File: config.mk
export PLATFORM = sky130hd
export DESIGN_NAME = crcreg_guard
export DESIGN_NICKNAME = d
export VERILOG_FILES = /design/src/rtl/crcreg_pkg.sv /design/src/rtl/crc_accum.sv /design/src/rtl/frame_parser.sv /design/src/rtl/read_responder.sv /design/src/rtl/crcreg_guard.sv
export SDC_FILE = /design/constraint.sdc
export NUM_CORES = 1
export LEC_CHECK = 0
export BUFFER_PORTS_ARGS = -buffer_cell sky130_fd_sc_hd__buf_2
export CORE_MARGIN = 2
export CORE_UTILIZATION = 51
export CTS_BUF_LIST = sky130_fd_sc_hd__clkbuf_16
export DETAILED_ROUTE_END_ITERATION = 10
export PLACE_DENSITY = 0.81
export SLEW_MARGIN = 20
export SYNTH_ARGS = -nofsm -noshare
export SYNTH_HDL_FRONTEND = slang
export SYNTH_SLANG_ARGS = --single-unit
export TNS_END_PERCENT = 5
File: constraint.sdc
create_clock -name clk -period 7 [get_ports clk]
set_clock_uncertainty 0.15 [all_clocks]
set_input_delay 1.4 -clock clk [delete_from_list [all_inputs] [get_ports clk]]
set_output_delay 1.4 -clock clk [all_outputs]
set_load 0.02 [all_outputs]
File: src/rtl/crcreg_pkg.sv
// Shared constants, types and the byte-wide CRC step for the register bridge.
// Assumes 8-bit bytes on the bus; the CRC is MSB-first with no output inversion.
package crcreg_pkg;
    localparam int BYTE_W = 8;
    typedef logic [BYTE_W-1:0] byte_t;

    localparam byte_t CRC_POLY = 8'h1D;
    localparam byte_t CRC_SEED = 8'hFF;

    // Frame position of the receive parser.
    typedef enum logic [2:0] {
        FS_IDLE,
        FS_ADDR,
        FS_REG,
        FS_DATA,
        FS_CHECK,
        FS_READ,
        FS_SKIP
    } frame_state_t;

    // Absorb one whole byte into the running CRC (unrolled over its bits).
    function automatic byte_t crc_step(input byte_t cur, input byte_t din);
        byte_t c;
        c = cur ^ din;
        for (int b = 0; b < BYTE_W; b++) begin
            c = c[BYTE_W-1] ? ((c << 1) ^ CRC_POLY) : (c << 1);
        end
        return c;
    endfunction
endpackage

File: src/rtl/crc_accum.sv
// Running CRC over the leading bytes of a receive frame.
// Reseeded on init; absorbs one byte per absorb pulse until LEN bytes are in,
// then holds and raises crc_valid. Assumes init and absorb are not both high.
module crc_accum
    import crcreg_pkg::*;
#(
    parameter int LEN = 3
) (
    input  logic  clk,
    input  logic  rst_n,
    input  logic  init,
    input  logic  absorb,
    input  byte_t din,
    output byte_t crc_q,
    output logic  crc_valid
);
    localparam int CW = $clog2(LEN + 1);
    localparam logic [CW-1:0] FULL = CW'(LEN);

    logic [CW-1:0] count_q;

    assign crc_valid = (count_q == FULL);

    // Reseed, or fold in the next byte while fewer than LEN are absorbed.
    always_ff @(posedge clk) begin
        if (!rst_n) begin
            crc_q   <= CRC_SEED;
            count_q <= '0;
        end else if (init) begin
            crc_q   <= CRC_SEED;
            count_q <= '0;
        end else if (absorb && !crc_valid) begin
            crc_q   <= crc_step(crc_q, din);
            count_q <= count_q + 1'b1;
        end
    end
endmodule

File: src/rtl/frame_parser.sv
// Receive-side frame decoder: tracks byte position, loads the read pointer,
// gates register writes on CRC match and address range, and owns the sticky
// error flag. Assumes the front end never pulses start, stop and valid together.
module frame_parser
    import crcreg_pkg::*;
#(
    parameter byte_t REG_LIMIT = 8'h83
) (
    input  logic  clk,
    input  logic  rst_n,
    input  logic  crc_en,
    input  logic  rx_start,
    input  logic  rx_stop,
    input  logic  rx_valid,
    input  byte_t rx_byte,
    input  logic  err_clr,
    input  byte_t crc_q,
    input  logic  crc_valid,
    output logic  acc_init,
    output logic  acc_absorb,
    output logic  rf_we,
    output byte_t rf_waddr,
    output byte_t rf_wdata,
    output byte_t ptr_q,
    output byte_t addr_q,
    output logic  rd_active,
    output logic  crc_error
);
    frame_state_t state_q;
    byte_t        data_q;
    logic         err_set;
    logic         in_range;

    assign acc_init   = rx_start;
    assign acc_absorb = rx_valid && !rx_start && !rx_stop &&
                        (state_q == FS_ADDR || state_q == FS_REG || state_q == FS_DATA);
    assign rd_active  = (state_q == FS_READ);
    assign in_range   = (ptr_q < REG_LIMIT);

    // Error when a CRC is due and the frame breaks off or the byte mismatches.
    always_comb begin
        err_set = 1'b0;
        if (state_q == FS_CHECK) begin
            if (rx_start || rx_stop) begin
                err_set = 1'b1;
            end else if (rx_valid && !(crc_valid && rx_byte == crc_q)) begin
                err_set = 1'b1;
            end
        end
    end

    // Sticky error flag; a new error wins over a simultaneous clear.
    always_ff @(posedge clk) begin
        if (!rst_n) begin
            crc_error <= 1'b0;
        end else begin
            crc_error <= (crc_error && !err_clr) || err_set;
        end
    end

    // Frame position, captured fields and the one-cycle write strobe.
    always_ff @(posedge clk) begin
        if (!rst_n) begin
            state_q  <= FS_IDLE;
            addr_q   <= '0;
            ptr_q    <= '0;
            data_q   <= '0;
            rf_we    <= 1'b0;
            rf_waddr <= '0;
            rf_wdata <= '0;
        end else begin
            rf_we <= 1'b0;
            if (rx_start) begin
                state_q <= FS_ADDR;
            end else if (rx_stop) begin
                state_q <= FS_IDLE;
            end else if (rx_valid) begin
                case (state_q)
                    FS_ADDR: begin
                        addr_q  <= rx_byte;
                        state_q <= rx_byte[0] ? FS_READ : FS_REG;
                    end
                    FS_REG: begin
                        ptr_q   <= rx_byte;
                        state_q <= FS_DATA;
                    end
                    FS_DATA: begin
                        data_q <= rx_byte;
                        if (crc_en) begin
                            state_q <= FS_CHECK;
                        end else begin
                            state_q  <= FS_SKIP;
                            rf_we    <= in_range;
                            rf_waddr <= ptr_q;
                            rf_wdata <= rx_byte;
                        end
                    end
                    FS_CHECK: begin
                        state_q <= FS_SKIP;
                        if (crc_valid && rx_byte == crc_q) begin
                            rf_we    <= in_range;
                            rf_waddr <= ptr_q;
                            rf_wdata <= data_q;
                        end
                    end
                    default: state_q <= state_q;
                endcase
            end
        end
    end
endmodule

File: src/rtl/read_responder.sv
// Transmit side: answers each byte request of a read frame with the data at
// the read pointer, then its CRC in protected mode, then 0xFF filler.
// Assumes rf_rdata is valid combinationally for the presented pointer.
module read_responder
    import crcreg_pkg::*;
#(
    parameter byte_t REG_LIMIT = 8'h83
) (
    input  logic  clk,
    input  logic  rst_n,
    input  logic  crc_en,
    input  logic  frame_start,
    input  logic  rd_active,
    input  logic  tx_req,
    input  byte_t addr_byte,
    input  byte_t ptr,
    input  byte_t rf_rdata,
    output logic  tx_valid,
    output byte_t tx_byte
);
    localparam byte_t FILL = 8'hFF;

    logic [1:0] idx_q;
    byte_t      held_q;
    byte_t      data_sel;
    byte_t      read_crc;

    assign data_sel = (ptr < REG_LIMIT) ? rf_rdata : '0;
    assign read_crc = crc_step(crc_step(crc_step(CRC_SEED, addr_byte), ptr), held_q);

    // Sequence the outgoing bytes of the current read frame.
    always_ff @(posedge clk) begin
        if (!rst_n) begin
            idx_q    <= '0;
            held_q   <= '0;
            tx_valid <= 1'b0;
            tx_byte  <= '0;
        end else begin
            tx_valid <= tx_req;
            if (frame_start) begin
                idx_q <= '0;
            end else if (tx_req) begin
                if (!rd_active) begin
                    tx_byte <= FILL;
                end else begin
                    if (idx_q != 2'd2) idx_q <= idx_q + 1'b1;
                    case (idx_q)
                        2'd0: begin
                            tx_byte <= data_sel;
                            held_q  <= data_sel;
                        end
                        2'd1:    tx_byte <= crc_en ? read_crc : FILL;
                        default: tx_byte <= FILL;
                    endcase
                end
            end
        end
    end
endmodule

File: src/rtl/crcreg_guard.sv
// Top of the CRC-checked register bridge: wires the receive parser, the CRC
// accumulator and the read responder. Assumes crc_en is static during frames.
module crcreg_guard
    import crcreg_pkg::*;
#(
    parameter byte_t REG_LIMIT  = 8'h83,
    parameter int    CRC_BYTES  = 3
) (
    input  logic       clk,
    input  logic       rst_n,
    input  logic       crc_en,
    input  logic       rx_start,
    input  logic       rx_stop,
    input  logic       rx_valid,
    input  logic [7:0] rx_byte,
    input  logic       tx_req,
    output logic       tx_valid,
    output logic [7:0] tx_byte,
    output logic       rf_we,
    output logic [7:0] rf_waddr,
    output logic [7:0] rf_wdata,
    output logic [7:0] rf_raddr,
    input  logic [7:0] rf_rdata,
    input  logic       err_clr,
    output logic       crc_error
);
    logic  acc_init;
    logic  acc_absorb;
    byte_t crc_q;
    logic  crc_valid;
    byte_t ptr_q;
    byte_t addr_q;
    logic  rd_active;

    assign rf_raddr = ptr_q;

    crc_accum #(.LEN(CRC_BYTES)) u_accum (
        .clk       (clk),
        .rst_n     (rst_n),
        .init      (acc_init),
        .absorb    (acc_absorb),
        .din       (rx_byte),
        .crc_q     (crc_q),
        .crc_valid (crc_valid)
    );

    frame_parser #(.REG_LIMIT(REG_LIMIT)) u_parser (
        .clk        (clk),
        .rst_n      (rst_n),
        .crc_en     (crc_en),
        .rx_start   (rx_start),
        .rx_stop    (rx_stop),
        .rx_valid   (rx_valid),
        .rx_byte    (rx_byte),
        .err_clr    (err_clr),
        .crc_q      (crc_q),
        .crc_valid  (crc_valid),
        .acc_init   (acc_init),
        .acc_absorb (acc_absorb),
        .rf_we      (rf_we),
        .rf_waddr   (rf_waddr),
        .rf_wdata   (rf_wdata),
        .ptr_q      (ptr_q),
        .addr_q     (addr_q),
        .rd_active  (rd_active),
        .crc_error  (crc_error)
    );

    read_responder #(.REG_LIMIT(REG_LIMIT)) u_resp (
        .clk         (clk),
        .rst_n       (rst_n),
        .crc_en      (crc_en),
        .frame_start (rx_start),
        .rd_active   (rd_active),
        .tx_req      (tx_req),
        .addr_byte   (addr_q),
        .ptr         (ptr_q),
        .rf_rdata    (rf_rdata),
        .tx_valid    (tx_valid),
        .tx_byte     (tx_byte)
    );
endmodule

Word-level counts from Yosys, hierarchy flattened
Index checks and enable logic that the tools add are counted.
Storage, ports and cells
  register bits after elaboration: 74
  bits of input ports: 24
  output and inout bits: 35
  logic and storage cells: 156
Cells by class
  add/subtract/negate cells: 2
  magnitude comparators: 1
  equality and inequality tests: 11
  multiplexer cells: 54
  bitwise operators: 40
  reductions and logical operators: 33
Operators with widths (number)
  $mux W5: 32
  $not A4 Y4: 32
  $mux W8: 7
  $pmux W8 S2: 3
  $xor A8 B8 Y8: 3
  $reduce_and A4 Y1: 4
  $pmux W3 S4: 1
  $eq A8 B8 Y1: 1
  $lt A8 B8 Y1 const B: 1
  $mux W1: 8
  $not A8 Y8: 1
  $logic_and A1 B1 Y1: 7
  $eq A3 B2 Y1 const B: 2
  $eq A3 B3 Y1 const B: 2
  $ne A2 B2 Y1 const B: 3
  $reduce_and A2 Y1: 3
  $reduce_and A6 Y1: 1
  $reduce_bool A6 Y1: 1
  $logic_not A1 Y1: 5
  $add A2 B1 Y2 const B: 2
  $logic_or A1 B1 Y1: 4
  $not A1 Y1: 4
  $reduce_bool A4 Y1: 1
  $reduce_or A4 Y1: 1
  12 further kinds: 12

Logic depth before layout (Yosys ltp)
  depth after elaboration: 54
  mapped depth: 11
  mapped depth without buffers: 7

Modules after synthesis
From an unflattened synthesis, not the netlist that was laid out.
Second synthesis, totals
  cells, all modules: 421
  area, all modules: 4260.3 µm²
By module, submodules not included
  frame_parser: instances 1, cells each 213, area an instance 2055.7 µm², seq. area each 900.9 µm²
  read_responder: instances 1, cells each 152, area an instance 1592.8 µm², seq. area each 380.4 µm²
  crc_accum: instances 1, cells each 56, area an instance 611.8 µm², seq. area each 200.2 µm²

Worst setup path after synthesis
No wires, ideal clock.
  path kind: input to register
  start point: input rx_byte[3]
  end point: register u_parser.rf_wdata[0]
  library setup time: 0.116 ns
  data arrival time: 3.102 ns
  required time: 6.734 ns
  setup slack: 3.632 ns
  stages: 11
  buffers on the path: 4
  cells stage by stage: clkbuf_1 xnor2_1 nand2_1 nor4_1 nand3_1 a21boi_0 buf_2 buf_4 buf_4 nand2_1 o211a_1
On the way
  cells in the longest elaborated chain, start to end: 4
Ends and longest elaborated chain
  start: declaration: RTL line crcreg_guard.sv:15  | input logic [7:0] rx_byte,
  $eq A8 B8 Y1: RTL line frame_parser.sv:100  | if (crc_valid && rx_byte == crc_q) begin
  $logic_and A1 B1 Y1: RTL line frame_parser.sv:100
  $ne A2 B2 Y1 (no line)
  $reduce_and A6 Y1 (no line)
  end signal: assignment: RTL line frame_parser.sv:95  | rf_wdata <= rx_byte;
  end signal: assignment: RTL line frame_parser.sv:103  | rf_wdata <= data_q;
  end: declaration: RTL line frame_parser.sv:23  | output byte_t rf_wdata,
Every way passes these cells.
A chain may end at the register's enable or synchronous reset.

Worst setup path after layout
  start point: input rx_byte[3]
  end point: register u_parser.rf_waddr[3]
On the way
  cells in the longest elaborated chain, start to end: 4
Ends and longest elaborated chain
  $eq A8 B8 Y1: RTL line frame_parser.sv:100
  $logic_and A1 B1 Y1: RTL line frame_parser.sv:100
  $ne A2 B2 Y1 (no line)
  $reduce_and A6 Y1 (no line)
  end signal: assignment: RTL line frame_parser.sv:94  | rf_waddr <= ptr_q;
  end signal: assignment: RTL line frame_parser.sv:102  | rf_waddr <= ptr_q;
  end: declaration: RTL line frame_parser.sv:22  | output byte_t rf_waddr,
Every way passes these cells.

==> results.tsv <==
stage	metric	value	unit
logic_synthesis	Synth Register Bits	74	
cells_and_area	n_diodes	0	
routing	initial DRC count	134	
global_routing	first-pass GRT wire length	14800	µm
sta	final period utilization	46.1	%
routing	Final ANT Viol Nets	0	
cts	CTS Buffer Depth	2	
cts	Post-CTS Setup Inserts	0	
logic_synthesis	async set-reset flop share out of synthesis	0	%
placed_design	GP Congestion	0.863	
worst_setup_path	type of origin of the critical path	primary input	
status	status	completed	
floorplanning	Initial Utilization	53.1	%
global_routing	remaining global-route overflow	0	
placed_design	DPL Wire Length	6490	µm
cts	# resized after CTS	0	
routing	DR vias/cell	5.45	
logic_synthesis	synthesized cell area	4140	µm²
logic_synthesis	Syn Nets	440	
logic_synthesis	Commonest cells post-synth	74 x dfxtp_1, 49 x xnor2_1, 47 x nor2b_1	
cts	Clock Sink Count	74	
logic_synthesis	Syn. warnings	0	
sta	RSZ-0062 raised after global routing	no	
sta	Final Max Tran Viols	0	
global_routing	GRT Util Overall	21.9	%
routing	DRC Markers	0	
cts	hold_buf cts	0	
logic_synthesis	largest family of logic cells by synthesized area	XOR/XNOR gates	
floorplanning	die area	8860	µm²
sta	Hold Fails Final Rpt	0	
cts	Clock transition at path regs	60	ps
sta	Max Clock Freq	0.310	GHz
worst_setup_path	Setup CP Type	primary input to register	
cells_and_area	non-filler instance count after layout	566	
floorplanning	IO Count	59	
worst_setup_path	max incr delay on CP	400	ps
routing	wire per inst	16.2	µm
global_routing	antenna violations before repair	0	
worst_setup_path	Worst Path Buf+Inv	2	
pwr	leakage power	2.12	nW
pwr	Peak VDD IR	0.150	mV
routing	Post-Route WL	9200	µm
cts	CTS tree	done	
floorplanning	core footprint	7810	µm²
logic_synthesis	syn avg cell area	10.1	µm²
logic_synthesis	post-synth top area cell	dfxtp_1	
placed_design	I/O Buffers	58	
logic_synthesis	Synth area leaders	dfxtp_1 36%, xnor2_1 10%, mux2i_1 9.9%	
floorplanning	Cell Rows	32	
pwr	Final Total Pwr	0.00101	W
logic_synthesis	post-synthesis mux area share	9.91	%
worst_setup_path	crit end category	register	
cts	worst skew pair latency	330	ps
sta	Final min period	3230	ps
sta	Final Setup Violations	0	
logic_synthesis	post-synthesis sequential area ratio	35.8	%
worst_setup_path	cell breakdown of the critical path	buf_2, xnor2_1, nand2_1, nor4_1, nand3_1, a21boi_2, buf_4, mux2i_1, nor2b_1	
global_routing	met2 Use GR	35.6	%
worst_setup_path	reg2reg setup slack	4290	ps
cts	CTS Buf Count	9	
logic_synthesis	adder-cell share of the synthesized area	1.21	%
global_routing	GR Util met1	28.7	%
logic_synthesis	Synth Area in XOR/XNOR	24.7	%
logic_synthesis	number of synthesized flops with an enable pin	0	
global_routing	Top Usage Layer GRT	met2	
sta	setup TNS	0	ps
cts	CTS H-tree depth	3	
cells_and_area	final net count	487	
global_routing	largest net degree at the start of global routing	63	
placed_design	dpl cells	550	
floorplanning	Chip Width	94.1	µm
worst_setup_path	Crit Path Max Fanout	25	
sta	Slew @ Worst Pin	876	ps
logic_synthesis	compound-cell area share of the yosys netlist	11.1	%
global_routing	vias in the first global route	2953	
cells_and_area	Area Growth Syn to Fin	14.9	%
routing	first-pass detailed-route iteration total	5	
pwr	Cell Pwr Density	213	nW/µm²
logic_synthesis	simple-gate share of the synthesized area	14.1	%
logic_synthesis	Synth cell types	47	
logic_synthesis	most common cell in the netlist	dfxtp_1	
worst_setup_path	CP max stage cell	xnor2_1	
worst_setup_path	CP arrival	3300	ps
logic_synthesis	cell count after synthesis	412	
cells_and_area	layout cells sized above 1	19.2	%
sta	Relative slew margins	41.6	%
global_routing	grt met3 use	4.57	%
logic_synthesis	dominant synthesized flop cell	dfxtp_1	
worst_setup_path	WP data required	7070	ps
routing	total number of vias	3087	
floorplanning	die height	94.1	µm
worst_setup_path	Crit path max-delay family	simple AND/OR/NAND/NOR gates	
min_path	Hold Crit Class	register to register	
cts	Clk Tree Root Cell	clkbuf_16	
logic_synthesis	top-area cell type share of the netlist area	35.8	%
job	max_cap viols	0	
[area by class of cell]
class	count	area, µm²
Clock buffer	9	225
Tap cell	102	128
Sequential cell	74	1480
Fill cell	666	3050
Multi-Input combinational cell	311	2530
Clock inverter	7	76.3
Timing Repair Buffer	60	305
Inverter	3	11.3
[power breakdown]
| part | switching, W | total, W | internal (W) |
|---|---|---|---|
| combinational | 0.0000609 | 0.000115 | 0.0000537 |
| sequential | 0.00000469 | 0.000431 | 0.000426 |
| clock | 0.000190 | 0.000468 | 0.000278 |
[tightest hold or removal path, stage by stage, from the launching register on]
cell,delay [ps]
dfxtp_1,320
nand2_1,60
nand3_1,60
[layout by cell type (no fill, tap or decap), types with 6 or more instances in the layout]
cell	n
o211ai_1	6
a22oi_1	8
nand3_1	7
a21oi_1	18
o211a_1	8
nor2b_1	47
mux2i_1	41
nand2_1	21
buf_2	58
nor2_1	14
o21ai_0	16
xor2_1	22
clkbuf_16	9
xnor2_1	49
xnor3_1	9
dfxtp_1	74
[worst paths after layout]
path / start / endpoint / depth (start not counted)
max: rx_byte[3] / u_parser.rf_waddr[3] / 9
min: u_accum.crc_q[0] / u_accum.crc_q[0] / 2
max reg2reg: u_parser.ptr_q[6] / u_resp.tx_byte[0] / 7
min reg2reg: u_accum.crc_q[0] / u_accum.crc_q[0] / 2
[registers in the layout, indices dropped and copies added, names as in the netlist]
register,cells
u_resp.held_q,8
u_resp.tx_byte,8
u_parser.ptr_q,8
u_resp.tx_valid,1
u_accum.count_q,2
u_parser.rf_we,1
u_resp.idx_q,2
u_parser.state_q,3
u_parser.crc_error,1
u_parser.rf_wdata,8
u_accum.crc_q,8
u_parser.addr_q,8
u_parser.data_q,8
u_parser.rf_waddr,8
[per-stage QoR]
stage / cell area [µm²] / worst slack [ps] / hold slack, ps / utilization [%]
final: 4760 / 3770 / 341 / 61.0
after global routing: 4760 / 3590 / 364 / 61.0
after CTS: 4760 / 3720 / 346 / 60.9
after detailed placement: 4460 / 3420 / 333 / 57.1
after global placement: 4450 / 3550 / 326 / 57.0
after floorplan: 4140 / 3630 / 311 / -
[routing by layer]
layer / vias up / routed length (µm)
li1: 1504 / -
met1: 1499 / 4200
met2: 69 / 4460
met3: 15 / 347
met4: 0 / 193
met5: - / 0
[logic make-up (layout without fill, tap and decap cells)]
logic type | after synthesis | in the layout
simple gates | 108 | 108
xor+xnor | 89 | 89
flops | 74 | 74
compound gates | 69 | 69
mux | 41 | 41
buf+inv | 27 | 79
fa+ha+maj | 4 | 4
Power figures use the tool's default switching activity.
